**config.mk**
```make
export PLATFORM = sky130hd
export DESIGN_NAME = secded_addr_codec
export DESIGN_NICKNAME = d
export VERILOG_FILES = /design/src/rtl/secded_pkg.sv /design/src/rtl/secded_hamming_gen.sv /design/src/rtl/secded_enc.sv /design/src/rtl/secded_classify.sv /design/src/rtl/secded_addr_codec.sv
export SDC_FILE = /design/constraint.sdc
export NUM_CORES = 1
export LEC_CHECK = 0
export BUFFER_PORTS_ARGS = -buffer_cell sky130_fd_sc_hd__clkbuf_2
export CELL_PAD_IN_SITES_DETAIL_PLACEMENT = 0
export CELL_PAD_IN_SITES_GLOBAL_PLACEMENT = 2
export CORE_MARGIN = 10
export CORE_UTILIZATION = 30
export CTS_CLUSTER_DIAMETER = 200
export DETAILED_ROUTE_END_ITERATION = 8
export GPL_TIMING_DRIVEN = 0
export HOLD_SLACK_MARGIN = 0.05
export PLACE_DENSITY_LB_ADDON = 0.1
export SYNTH_ARGS = -nofsm -noshare
export SYNTH_HDL_FRONTEND = slang
export SYNTH_SLANG_ARGS = --single-unit
```
**constraint.sdc**
```tcl
create_clock -name clk -period 9.05 [get_ports clk]
set_input_delay 1.3575 -clock clk [delete_from_list [all_inputs] [get_ports clk]]
set_output_delay 1.3575 -clock clk [all_outputs]
set_load 0.05 [all_outputs]
```
**src/rtl/secded_pkg.sv**
```systemverilog
// Shared types and constant functions for the address-folded SECDED codec.
// Assumes a position numbering that starts at 1, with check bits on the
// powers of two.
package secded_pkg;

    // Outcome of one decode.
    typedef enum logic [1:0] {
        ERR_NONE   = 2'd0,
        ERR_SINGLE = 2'd1,
        ERR_DOUBLE = 2'd2,
        ERR_ADDR   = 2'd3
    } err_class_e;

    // True when v is a power of two (these positions hold check bits).
    function automatic bit is_pow2(int v);
        return (v > 0) && ((v & (v - 1)) == 0);
    endfunction

    // Code position of protected bit idx: the idx-th non-power-of-two from 3.
    function automatic int pos_of(int idx);
        int res;
        int cnt;
        res = 0;
        cnt = 0;
        for (int p = 3; p < 1024; p++) begin
            if (!is_pow2(p)) begin
                if (cnt == idx && res == 0) res = p;
                cnt++;
            end
        end
        return res;
    endfunction

endpackage

```
**src/rtl/secded_hamming_gen.sv**
```systemverilog
// Hamming bit generator: XOR-folds the code position of every set bit
// of the protected word.
// Assumes K + HAM_W < 2**HAM_W so that every position fits.
module secded_hamming_gen
    import secded_pkg::*;
#(
    parameter int K     = 148,
    parameter int HAM_W = 8
) (
    input  logic [K-1:0]     word,
    output logic [HAM_W-1:0] ham
);

    logic [HAM_W-1:0] contrib [K];

    // Each protected bit contributes its position when it is set.
    for (genvar k = 0; k < K; k++) begin : g_tap
        localparam int P = pos_of(k);
        assign contrib[k] = word[k] ? HAM_W'(P) : '0;
    end

    // Fold all contributions into the Hamming bits.
    always_comb begin
        ham = '0;
        for (int k = 0; k < K; k++) ham = ham ^ contrib[k];
    end

endmodule

```
**src/rtl/secded_enc.sv**
```systemverilog
// Encoder: builds the check field over {address, data}.
// Bit HAM_W is the overall even-parity bit.
// Assumes the address is not stored, only folded into the check field.
module secded_enc #(
    parameter int DATA_W = 128,
    parameter int ADDR_W = 20,
    parameter int HAM_W  = 8
) (
    input  logic [DATA_W-1:0] data,
    input  logic [ADDR_W-1:0] addr,
    output logic [HAM_W:0]    check
);

    localparam int K = DATA_W + ADDR_W;

    logic [K-1:0]     word;
    logic [HAM_W-1:0] ham;

    assign word = {addr, data};

    secded_hamming_gen #(.K(K), .HAM_W(HAM_W)) u_gen (
        .word (word),
        .ham  (ham)
    );

    // The overall bit makes the parity of the whole codeword even.
    assign check = {^{word, ham}, ham};

endmodule

```
**src/rtl/secded_classify.sv**
```systemverilog
// Syndrome classifier: turns the syndrome and the overall parity into an
// error class, a data flip mask and a diagnostic bit index.
// Assumes protected bits 0..DATA_W-1 are data and the rest are address bits.
module secded_classify
    import secded_pkg::*;
#(
    parameter int DATA_W = 128,
    parameter int ADDR_W = 20,
    parameter int HAM_W  = 8
) (
    input  logic [HAM_W-1:0]                       syn,
    input  logic                                   par_odd,
    output logic [DATA_W-1:0]                      flip,
    output err_class_e                             cls,
    output logic [$clog2(DATA_W+ADDR_W+HAM_W+1)-1:0] pos
);

    localparam int K     = DATA_W + ADDR_W;
    localparam int POS_W = $clog2(K + HAM_W + 1);

    logic [K-1:0] hit;

    // One comparator per protected bit: does the syndrome name it?
    for (genvar k = 0; k < K; k++) begin : g_hit
        localparam int P = pos_of(k);
        assign hit[k] = (syn == HAM_W'(P));
    end

    // Decide the error class, the correction mask and the reported index.
    always_comb begin
        flip = '0;
        cls  = ERR_NONE;
        pos  = '0;
        if (par_odd) begin
            if (syn == '0) begin
                cls = ERR_SINGLE;
                pos = POS_W'(K + HAM_W);
            end else if ($onehot(syn)) begin
                cls = ERR_SINGLE;
                for (int j = 0; j < HAM_W; j++) begin
                    if (syn[j]) pos = POS_W'(K + j);
                end
            end else if (|hit) begin
                for (int k = 0; k < K; k++) begin
                    if (hit[k]) pos = POS_W'(k);
                end
                if (|hit[K-1:DATA_W]) begin
                    cls = ERR_ADDR;
                end else begin
                    cls  = ERR_SINGLE;
                    flip = hit[DATA_W-1:0];
                end
            end else begin
                cls = ERR_DOUBLE;
            end
        end else if (syn != '0) begin
            cls = ERR_DOUBLE;
        end
    end

endmodule

```
**src/rtl/secded_addr_codec.sv**
```systemverilog
// Address-folded SECDED codec top.
// The write side is combinational. The read side decodes combinationally
// and registers its results once.
// Assumes the stored check field came from the encoder with the write address.
module secded_addr_codec
    import secded_pkg::*;
#(
    parameter int DATA_W = 128,
    parameter int ADDR_W = 20,
    parameter int HAM_W  = 8
) (
    input  logic                                     clk,
    input  logic                                     rst_n,
    input  logic [DATA_W-1:0]                        wr_data,
    input  logic [ADDR_W-1:0]                        wr_addr,
    output logic [HAM_W:0]                           wr_check,
    input  logic [DATA_W-1:0]                        rd_data,
    input  logic [HAM_W:0]                           rd_check,
    input  logic [ADDR_W-1:0]                        rd_addr,
    output logic [DATA_W-1:0]                        rd_data_fixed,
    output logic                                     err_single,
    output logic                                     err_double,
    output logic                                     err_addr,
    output logic [$clog2(DATA_W+ADDR_W+HAM_W+1)-1:0] err_pos
);

    localparam int K     = DATA_W + ADDR_W;
    localparam int POS_W = $clog2(K + HAM_W + 1);

    logic [K-1:0]      rd_word;
    logic [HAM_W-1:0]  ham_now;
    logic [HAM_W-1:0]  syn;
    logic              par_odd;
    logic [DATA_W-1:0] flip;
    err_class_e        cls;
    logic [POS_W-1:0]  pos;

    secded_enc #(.DATA_W(DATA_W), .ADDR_W(ADDR_W), .HAM_W(HAM_W)) u_enc (
        .data  (wr_data),
        .addr  (wr_addr),
        .check (wr_check)
    );

    assign rd_word = {rd_addr, rd_data};

    secded_hamming_gen #(.K(K), .HAM_W(HAM_W)) u_rgen (
        .word (rd_word),
        .ham  (ham_now)
    );

    // Syndrome and overall parity of the codeword as read.
    assign syn     = ham_now ^ rd_check[HAM_W-1:0];
    assign par_odd = ^{rd_word, rd_check};

    secded_classify #(.DATA_W(DATA_W), .ADDR_W(ADDR_W), .HAM_W(HAM_W)) u_cls (
        .syn     (syn),
        .par_odd (par_odd),
        .flip    (flip),
        .cls     (cls),
        .pos     (pos)
    );

    // Register the corrected word and the decode results.
    always_ff @(posedge clk) begin
        if (!rst_n) begin
            rd_data_fixed <= '0;
            err_single    <= 1'b0;
            err_double    <= 1'b0;
            err_addr      <= 1'b0;
            err_pos       <= '0;
        end else begin
            rd_data_fixed <= rd_data ^ flip;
            err_single    <= (cls == ERR_SINGLE);
            err_double    <= (cls == ERR_DOUBLE);
            err_addr      <= (cls == ERR_ADDR);
            err_pos       <= pos;
        end
    end

endmodule

```
==> impl_metrics.yaml <==
yosys:
  ys_seq_area_frac: 0.201
  synth_cell_type_count: 78
  synth.most_common_cell: "xnor2_1"
  synth_seq_cells: 139
  synth_top_area_frac: 0.309
  syn_inst: 1665
  yosys_warnings: 0
  syn_nets: 1994
  avgSynthCellArea_sq_um: 8.32
  synth_edf_count: 0
  dominantRegCellSynth: "dfxtp_1"
  synthTopCellsByCount: "489 x xnor2_1, 162 x o21ai_0, 139 x dfxtp_1"
  synth_area_leaders: "xnor2_1 31%, dfxtp_1 20%, xor2_1 6.1%"
  synth_top_cell_by_area: "xnor2_1"
  netlist_area_sq_um: 13900
  async_reset_ff_frac: 0
clock_network:
  cts_tree: "yes"
  cts_resized: 0
  post-cts-setup-buffer-count: 0
  cts_hold_buf: 0
  clock_sinks: 139
  cts_buffers: 17
  cts_buffer_depth: 2
  cts.clk_slew.worst_paths_ns: 0.07
  clockRootBuffer: "clkbuf_16"
  htree_levels: 4
routing:
  routed_wl_mm: 76.4
  drt-initial-drc-count: 1229
  via_count: 14400
  drc: 0
  vias_per_cell: 5.23
  postRouteAntennaNets: 0
  drtPass1Iterations: 6
  routedWlPerCell_microns: 27.7
cells_and_area:
  drive_above_1_share: 0.242
  area_delta_synth_final_pct: 26.3
  final_nets: 2468
outcome:
  outcome: "completed"
timing:
  fmax_mhz: 125
  period_share: 0.884
  setup_violations: 0
  drv_slew: 0
  worstMarginPinSlew_ns: 1.40
  setup-tns-final_ns: 0
  final_period_minus_worst_setup_slack_ns: 8.00
  slew_headroom: 0.0646
  rsz0062_at_grt: "no"
  final.setup.worst_slack_ns: 1.05
  hold_viol: 0
place:
  gp_congestion: 0.943
  preCtsSetupSlack_ns: 0.774
  portBuffers: 454
  dp_hpwl_mm: 62.0
worst_setup_path:
  end_kind: "flip-flop"
  cp_data_arrival_time_ns: 8.34
  cp_max_fo: 10
  crit_type: "in -> reg"
  startpoint_type: "primary input"
  crit_required_ns: 9.39
global_routing:
  grt_pass1_vias: 15000
  gr-total-overflow: 0
  grt_usage: 0.264
  antenna_found_initial: 14
  grt_pass1_wl_mm: 108
  grt_max_degree: 17
die:
  io_pins: 455
  rows: 78
  core_sq_um: 45500
  die_x_microns: 235
  start_util: 0.305
  die_area_sq_um: 55200
  die_h_microns: 235
job:
  maxCapViolCount: 0
hold_path:
  hp-class: "in -> reg"
-- registers in the layout, indices dropped and copies added, names as in the netlist --
register / flops
rd_data_fixed: 128
err_double: 1
err_pos: 8
err_single: 1
err_addr: 1
-- metal layers --
| layer | GRT usage | vias to the layer above | wire length, microns | share of wire |
|---|---|---|---|---|
| li1 | - | 6700 | - | - |
| met4 | 0.0665 | 4 | 1520 | 0.020 |
| met1 | 0.321 | 7040 | 31600 | 0.41 |
| met3 | 0.0445 | 79 | 4550 | 0.060 |
| met2 | 0.471 | 594 | 38800 | 0.51 |
| met5 | 0 | - | 30 | 0.00039 |
-- logic make-up (layout without fill, tap and decap cells) --
logic type,Yosys count,count (layout),synth area share
XOR/XNOR,610,610,0.410
AO/OA/AOI/OAI,438,438,0.202
AND/OR/NAND/NOR,349,349,0.135
flip-flops,139,139,0.201
buffers and inverters,107,594,0.0304
adder cells (fa/ha/maj),22,22,0.0220
other,0,6,0
-- critical path, cell delays in order --
cell and delay [ns]:
clkbuf_2 0.17, xor2_1 0.52, xnor2_1 0.18, xnor2_1 0.29, xnor2_1 0.19, xnor2_1 0.84
nor3_2 0.28, or2_1 0.28, buf_2 0.20, ha_1 0.20, clkbuf_1 0.31, nor2_1 0.76
and2_1 0.30, nand2_1 0.17, a211o_1 0.38, nor4_4 0.51, nor4_4 0.12, nand2_1 0.41
clkbuf_1 0.42, o21ai_0 0.13, a21boi_0 0.30
-- placed cells by master (no fill, tap or decap), types with 50 or more instances in the layout --
cell / n
xnor2_1: 489
clkbuf_2: 454
o21ai_0: 162
dfxtp_1: 139
or3_1: 120
a21boi_1: 111
xor2_1: 97
nor2_1: 79
clkbuf_1: 74
nand2_1: 64
a21oi_1: 50
-- worst paths after layout --
path / from / to / slack (ns) / cells after the start
worst max-delay path: rd_data[103] / rd_data_fixed[18]$_SDFF_PN0_ / 1.05 / 21
worst min-delay path: rd_data[66] / rd_data_fixed[66]$_SDFF_PN0_ / 1.19 / 3
-- area by class of cell --
cell class / instances / area (sq um)
Antenna cell: 6 / 15.0
Buffer: 90 / 358
Clock buffer: 19 / 453
Clock inverter: 13 / 141
Fill cell: 4914 / 28000
Inverter: 17 / 63.8
Multi-Input combinational cell: 1419 / 10700
Sequential cell: 139 / 2780
Tap cell: 600 / 751
Timing Repair Buffer: 455 / 2280
-- through the flow --
stage                     utilization  hold WS, ns  area [sq um]  instances
final                           0.385         1.19         17500       2758
after global routing            0.385         1.19         17500       2757
after CTS                       0.385         1.17         17500       2752
after detailed placement        0.371         1.64         16900       2720
after global placement          0.371         1.64         16900       2719
after floorplan                     -         1.51         13900       1665
Power is left out: the tool's default activity adds up to more than one toggle a clock period on the data nets, which glitch-free logic cannot reach.
